[src/rtl/mfm_pkg.sv]
package mfm_pkg;

    typedef enum logic [2:0] {
        ST_IDLE,
        ST_PREAMBLE,
        ST_HEADER,
        ST_WR_TAIL,
        ST_RD_TURN,
        ST_RD_DATA,
        ST_DONE
    } mfm_state_e;

    localparam logic [1:0] SYNC_PAT  = 2'b01;
    localparam logic [1:0] OPC_READ  = 2'b10;
    localparam logic [1:0] OPC_WRITE = 2'b01;
    localparam logic [1:0] WR_TURN   = 2'b10;

endpackage

[src/rtl/mfm_phase_gen.sv]
module mfm_phase_gen #(
    parameter int CLK_DIV = 4
) (
    input  logic clk,
    input  logic rst_n,
    input  logic run_i,
    output logic sample_tick_o,
    output logic bit_tick_o,
    output logic mdc_o
);

    logic [1:0] phase_q;
    logic       div_last;

    generate
        if (CLK_DIV == 1) begin : g_nodiv
            assign div_last = 1'b1;
        end else begin : g_div
            localparam int DW = $clog2(CLK_DIV);
            logic [DW-1:0] cnt_q;
            always_ff @(posedge clk or negedge rst_n) begin
                if (!rst_n) begin
                    cnt_q <= '0;
                end else if (!run_i || div_last) begin
                    cnt_q <= '0;
                end else begin
                    cnt_q <= cnt_q + 1'b1;
                end
            end
            assign div_last = (cnt_q == DW'(CLK_DIV - 1));
        end
    endgenerate

    always_ff @(posedge clk or negedge rst_n) begin
        if (!rst_n) begin
            phase_q <= 2'd0;
        end else if (!run_i) begin
            phase_q <= 2'd0;
        end else if (div_last) begin
            phase_q <= (phase_q == 2'd2) ? 2'd0 : phase_q + 2'd1;
        end
    end

    assign sample_tick_o = run_i && (phase_q == 2'd1) && div_last;
    assign bit_tick_o    = run_i && (phase_q == 2'd2) && div_last;
    assign mdc_o         = (phase_q == 2'd1);

endmodule

[src/rtl/mfm_frame_fsm.sv]
module mfm_frame_fsm
    import mfm_pkg::*;
#(
    parameter int PRE_BITS = 34,
    parameter int ADDR_W   = 5,
    parameter int DATA_W   = 16
) (
    input  logic              clk,
    input  logic              rst_n,
    input  logic              req_i,
    input  logic              req_write_i,
    input  logic [ADDR_W-1:0] req_phy_i,
    input  logic [ADDR_W-1:0] req_reg_i,
    input  logic [DATA_W-1:0] req_wdata_i,
    input  logic              sample_tick_i,
    input  logic              bit_tick_i,
    input  logic              mdio_i,
    output logic              busy_o,
    output logic              done_o,
    output logic [DATA_W-1:0] rd_data_o,
    output logic              mdio_o,
    output logic              mdio_oe_o
);

    localparam int HDR_BITS  = 4 + 2 * ADDR_W;
    localparam int TAIL_BITS = 2 + DATA_W;
    localparam int TX_W      = HDR_BITS + TAIL_BITS;
    localparam int MAX_A     = (PRE_BITS > HDR_BITS) ? PRE_BITS : HDR_BITS;
    localparam int MAX_BITS  = (MAX_A > TAIL_BITS) ? MAX_A : TAIL_BITS;
    localparam int CNT_W     = $clog2(MAX_BITS + 1);

    mfm_state_e        state_q, state_d;
    logic [CNT_W-1:0]  cnt_q;
    logic [TX_W-1:0]   tx_sh_q;
    logic [DATA_W-1:0] rx_sh_q;
    logic              wr_q;
    logic              last_bit;

    function automatic logic [CNT_W-1:0] span_of(input mfm_state_e s);
        logic [CNT_W-1:0] n;
        case (s)
            ST_HEADER:  n = CNT_W'(HDR_BITS - 1);
            ST_WR_TAIL: n = CNT_W'(TAIL_BITS - 1);
            ST_RD_DATA: n = CNT_W'(DATA_W - 1);
            default:    n = '0;
        endcase
        return n;
    endfunction

    assign last_bit = (cnt_q == '0);

    // next-state selection
    always_comb begin
        state_d = state_q;
        unique case (state_q)
            ST_IDLE:     if (req_i) state_d = ST_PREAMBLE;
            ST_PREAMBLE: if (bit_tick_i && last_bit) state_d = ST_HEADER;
            ST_HEADER:   if (bit_tick_i && last_bit)
                             state_d = wr_q ? ST_WR_TAIL : ST_RD_TURN;
            ST_WR_TAIL:  if (bit_tick_i && last_bit) state_d = ST_DONE;
            ST_RD_TURN:  if (bit_tick_i) state_d = ST_RD_DATA;
            ST_RD_DATA:  if (bit_tick_i && last_bit) state_d = ST_DONE;
            ST_DONE:     state_d = ST_IDLE;
            default:     state_d = ST_IDLE;
        endcase
    end

    // state register
    always_ff @(posedge clk or negedge rst_n) begin
        if (!rst_n) begin
            state_q <= ST_IDLE;
        end else begin
            state_q <= state_d;
        end
    end

    // bit counter, shift registers and request capture
    always_ff @(posedge clk or negedge rst_n) begin
        if (!rst_n) begin
            cnt_q   <= '0;
            tx_sh_q <= '0;
            rx_sh_q <= '0;
            wr_q    <= 1'b0;
        end else begin
            if (state_q == ST_IDLE) begin
                if (req_i) begin
                    wr_q    <= req_write_i;
                    cnt_q   <= CNT_W'(PRE_BITS - 1);
                    tx_sh_q <= {SYNC_PAT, (req_write_i ? OPC_WRITE : OPC_READ),
                                req_phy_i, req_reg_i, WR_TURN, req_wdata_i};
                end
            end else if (bit_tick_i) begin
                cnt_q <= (state_d != state_q) ? span_of(state_d) : cnt_q - 1'b1;
                if (state_q == ST_HEADER || state_q == ST_WR_TAIL) begin
                    tx_sh_q <= {tx_sh_q[TX_W-2:0], 1'b0};
                end
            end
            if (state_q == ST_RD_DATA && sample_tick_i) begin
                rx_sh_q <= {rx_sh_q[DATA_W-2:0], mdio_i};
            end
        end
    end

    // outputs
    always_comb begin
        busy_o    = 1'b0;
        done_o    = 1'b0;
        mdio_o    = 1'b0;
        mdio_oe_o = 1'b0;
        unique case (state_q)
            ST_IDLE: ;
            ST_PREAMBLE: begin
                busy_o    = 1'b1;
                mdio_o    = 1'b1;
                mdio_oe_o = 1'b1;
            end
            ST_HEADER, ST_WR_TAIL: begin
                busy_o    = 1'b1;
                mdio_o    = tx_sh_q[TX_W-1];
                mdio_oe_o = 1'b1;
            end
            ST_RD_TURN, ST_RD_DATA: busy_o = 1'b1;
            ST_DONE: done_o = 1'b1;
            default: ;
        endcase
    end

    assign rd_data_o = rx_sh_q;


    mdio_hold_chk: assert property (@(posedge clk) disable iff (!rst_n)
        (busy_o && $past(busy_o) && !$past(bit_tick_i)) |-> $stable(mdio_o));


    oe_release_chk: assert property (@(posedge clk) disable iff (!rst_n)
        ($fell(mdio_oe_o) && busy_o) |-> !wr_q);


    req_hold_chk: assert property (@(posedge clk) disable iff (!rst_n)
        (state_q != ST_IDLE) |=> $stable(wr_q));

endmodule

[src/rtl/mgmt_frame_master.sv]
module mgmt_frame_master #(
    parameter int CLK_DIV  = 4,
    parameter int PRE_BITS = 34,
    parameter int ADDR_W   = 5,
    parameter int DATA_W   = 16
) (
    input  logic              clk,
    input  logic              rst_n,
    input  logic              req_i,
    input  logic              req_write_i,
    input  logic [ADDR_W-1:0] req_phy_i,
    input  logic [ADDR_W-1:0] req_reg_i,
    input  logic [DATA_W-1:0] req_wdata_i,
    output logic              busy_o,
    output logic              done_o,
    output logic [DATA_W-1:0] rd_data_o,
    output logic              mdc_o,
    output logic              mdio_o,
    output logic              mdio_oe_o,
    input  logic              mdio_i
);

    logic sample_tick;
    logic bit_tick;

    mfm_phase_gen #(
        .CLK_DIV(CLK_DIV)
    ) u_phase (
        .clk          (clk),
        .rst_n        (rst_n),
        .run_i        (busy_o),
        .sample_tick_o(sample_tick),
        .bit_tick_o   (bit_tick),
        .mdc_o        (mdc_o)
    );

    mfm_frame_fsm #(
        .PRE_BITS(PRE_BITS),
        .ADDR_W  (ADDR_W),
        .DATA_W  (DATA_W)
    ) u_fsm (
        .clk          (clk),
        .rst_n        (rst_n),
        .req_i        (req_i),
        .req_write_i  (req_write_i),
        .req_phy_i    (req_phy_i),
        .req_reg_i    (req_reg_i),
        .req_wdata_i  (req_wdata_i),
        .sample_tick_i(sample_tick),
        .bit_tick_i   (bit_tick),
        .mdio_i       (mdio_i),
        .busy_o       (busy_o),
        .done_o       (done_o),
        .rd_data_o    (rd_data_o),
        .mdio_o       (mdio_o),
        .mdio_oe_o    (mdio_oe_o)
    );


    mdc_idle_chk: assert property (@(posedge clk) disable iff (!rst_n)
        mdc_o |-> busy_o);


    done_pulse_chk: assert property (@(posedge clk) disable iff (!rst_n)
        done_o |=> !done_o);


    done_after_frame_chk: assert property (@(posedge clk) disable iff (!rst_n)
        done_o |-> ($past(busy_o) && !busy_o));

endmodule

[config.mk]
export PLATFORM = sky130hd
export DESIGN_NAME = mgmt_frame_master
export DESIGN_NICKNAME = d
export VERILOG_FILES = /design/src/rtl/mfm_pkg.sv /design/src/rtl/mfm_phase_gen.sv /design/src/rtl/mfm_frame_fsm.sv /design/src/rtl/mgmt_frame_master.sv
export SDC_FILE = /design/constraint.sdc
export NUM_CORES = 1
export LEC_CHECK = 0
export BUFFER_PORTS_ARGS = -buffer_cell sky130_fd_sc_hd__buf_2
export CORE_UTILIZATION = 56
export DETAILED_ROUTE_END_ITERATION = 10
export PLACE_DENSITY = 0.84
export SYNTH_ARGS = -nofsm -noshare
export SYNTH_HDL_FRONTEND = slang
export SYNTH_SLANG_ARGS = --single-unit
[constraint.sdc]
create_clock -name clk -period 2.4 [get_ports clk]
set_input_delay 0.48 -clock clk [delete_from_list [all_inputs] [get_ports clk]]
set_output_delay 0.48 -clock clk [all_outputs]
set_load 0.01 [all_outputs]
==> impl_results.md <==
- Yosys top cell by area: dfrtp_1
- Syn_nets: 354
- Die Wd: 76.8 µm
- Synth Register Bits: 62
- Buf+Inv Stages, Crit Path: 3
- Initial antenna violation count: 0
- Synth warn: 0
- Maximum vdd ir drop: 346 µV
- Ratio of final minimum period to clock period: 92.5%
- WL/cell: 14.3 µm
- Core Area: 5240 µm²
- CTS sink count: 62
- Final ANT Viol Nets: 0
- Share of layout cells above drive strength 1: 30.5%
- N_diodes: 0
- Most common cell after layout, fill and taps aside: dfrtp_1
- Largest net degree at the start of global routing: 65
- Count of buffers from port buffering: 51
- Most frequent cells in the layout: dfrtp_1, nand2_1, buf_2
- Total Routing Usage GR: 24.3%
- CTS resizes: 0
- Synth unique cells: 46
- CP Class: reg2out
- Vias post-DR: 2538
- Hold_buf cts: 0
- Clk buf depth: 2
- GPL Wtd Cong: 0.893
- Yosys top cell area share: 49.5%
- Seq/Total Area, Yosys: 49.5%
- Required time worst endpoint: 1.92 ns
- Nets: 403
- Leak pwr: 1.73 nW
- Final wirelength: 6350 µm
- RR Startpoint: u_phase.g_div.cnt_q[0]
- Syn Inst Count: 320
- Worst Setup End Kind: output pin
- CTS buffer count: 9
- Initial core utilization: 59.8%
- Fill count: 401
- Worst Clk Skew: 0.0122 ns
- Worst path top cell family by delay: flip-flops
- Mapped Area: 3130 µm²
- Achievable frequency: 450 MHz
- Drt via density: 5.72
- Tmin final: 2.22 ns
- Ys async rst share: 100%
- Fin. max-slew vios: 0
- Critical Path Slowest Stage Cell: dfrtp_1
- First-pass GRT wire length: 11300 µm
- Status: finished, final reports clean
- Syn Area/Cell: 9.79 µm²
- Max_slew headroom: 61.5%
- Die Y: 76.8 µm
- Row count: 26
- Final setup vio count: 0
- Top_reg_cell synth: dfrtp_1
- Post-CTS setup buffers: 0
- Unrepaired setup endpoints after global routing: no
- CP cell instances: buf_4 -> nand2_1 -> nand2_1 -> inv_1 -> buf_2
- Startpoint Class: flip-flop
- Data arrival time of the critical path: 1.74 ns
- Final hold viol count: 0
- H-tree Lvls: 3
- Most frequent cell on the critical path: nand2_1
- Drt first-iter violations: 144
- Dominant cells by area after synthesis: dfrtp_1, nand2_1, mux2_2, nor2_1, a31oi_2
- # IOs: 52
- HP Class: in2async
- Hold slack: 0.113 ns
- Vias in the first global route: 2445
- Least-Margin Pin Slew: 0.574 ns
- CP Max Fanout: 16
- Worst Setup SP: u_fsm.state_q[1]
- Power per Cell Area: 608 nW/µm²
- Root Buffer Master: clkbuf_8
- Total Neg Setup Slack: 0 ns
- Clk_lat worst skew: 0.34 ns
- CTS tree: done
- Max-Cap Viols: 0
- Die area: 5900 µm²
- Residual DRC: 0
- Final HPWL DP: 4300 µm
- EDFF count, synth: 0
- Clock transition at path regs: 0.07 ns
- First drt pass iteration count: 4
- Util after Layout: 70.2%
- Pwr Total: 0.00223 W
- Area grow syn2layout: 17.3%
- Worst path max stage delay: 0.65 ns
- GRT overflow: 0
## final cells by class
class | instances | area [µm²] | area share, %
Clock buffer | 11 | 141 | 3.85
Sequential cell | 62 | 1550 | 42.2
Tap cell | 70 | 87.6 | 2.38
Inverter | 11 | 41.3 | 1.12
Multi-Input combinational cell | 226 | 1420 | 38.6
Clock inverter | 5 | 106 | 2.89
Timing Repair Buffer | 59 | 328 | 8.92
## per-stage QoR
stage | std cells | area, µm² | worst slack (ns)
3_3_place_gp | 428 | 3430 | 0.531
4_1_cts | 444 | 3670 | 0.181
5_1_grt | 444 | 3670 | 0.0259
2_1_floorplan | 320 | 3130 | 0.612
6_report | 444 | 3670 | 0.179
3_5_place_dp | 428 | 3430 | 0.492
## worst register-to-register path, cell delays in order, from the launching register on
cell	delay, ns
dfrtp_1	0.35
ha_1	0.37
nand3b_2	0.27
nor3_1	0.52
o22ai_1	0.21
o2bb2ai_1	0.16
## kinds of logic after synthesis
family / after synthesis / synth area share, %
muxes: 19 / 6.75
and+or+nand+nor: 138 / 20.3
buffers and inverters: 32 / 5.35
DFF: 62 / 49.5
adders and majority gates: 3 / 1.20
AOI/OAI and AO/OA: 66 / 16.9
## final timing paths
path | endpoint | slack (ns) | cells past startpoint
max in group asynchronous | u_fsm.rd_data_o[6] | 1.59 | 2
worst max-delay path | busy_o | 0.18 | 5
worst min register to register | u_phase.g_div.cnt_q[0] | 0.45 | 1
min in group clk | u_fsm.tx_sh_q[0] | 0.38 | 3
worst min-delay path | u_fsm.tx_sh_q[6] | 0.11 | 1
worst max register to register | u_fsm.cnt_q[4] | 0.39 | 5
## cells in the mapped netlist (2+ instances only)
| master | number |
|---|---|
| a31oi_1 | 16 |
| nor3_1 | 6 |
| ha_1 | 3 |
| o32a_1 | 2 |
| nand2_1 | 58 |
| o21ai_0 | 7 |
| o221ai_1 | 2 |
| buf_4 | 3 |
| or3b_4 | 2 |
| nor2_1 | 43 |
| a31oi_2 | 12 |
| dfrtp_1 | 62 |
| buf_2 | 5 |
| o22ai_1 | 3 |
| inv_1 | 11 |
| a21oi_1 | 8 |
| nand2b_1 | 4 |
| a211oi_1 | 4 |
| nand4b_1 | 4 |
| mux2_2 | 17 |
| buf_6 | 4 |
| nand3_1 | 6 |
| a41oi_1 | 2 |
| nor3b_1 | 3 |
| or2_2 | 2 |
| and3_1 | 2 |
| clkbuf_1 | 9 |
| mux2i_1 | 2 |
## power by group
group          switching [W]  leakage [nW]  internal, W
registers         0.00000192         0.687      0.00105
clock network       0.000416         0.120     0.000720
logic              0.0000285         0.925    0.0000215
## metal layers
layer	up-vias	routed length, µm	global-route usage, %	share of wire (%)
met3	10	307	5.12	4.8
met2	80	3010	38.0	47
li1	1228	-	-	-
met1	1220	2930	32.6	46
met4	0	102	10.8	1.6
met5	-	0	0	0
## sequential cells by signal, indices dropped and copies added, names as in the netlist
register / count
u_fsm.rd_data_o: 16
u_fsm.cnt_q: 6
u_phase.g_div.cnt_q: 2
u_fsm.wr_q: 1
u_phase.phase_q: 2
u_fsm.state_q: 3
u_fsm.tx_sh_q: 32
Power figures use the tool's default switching activity.
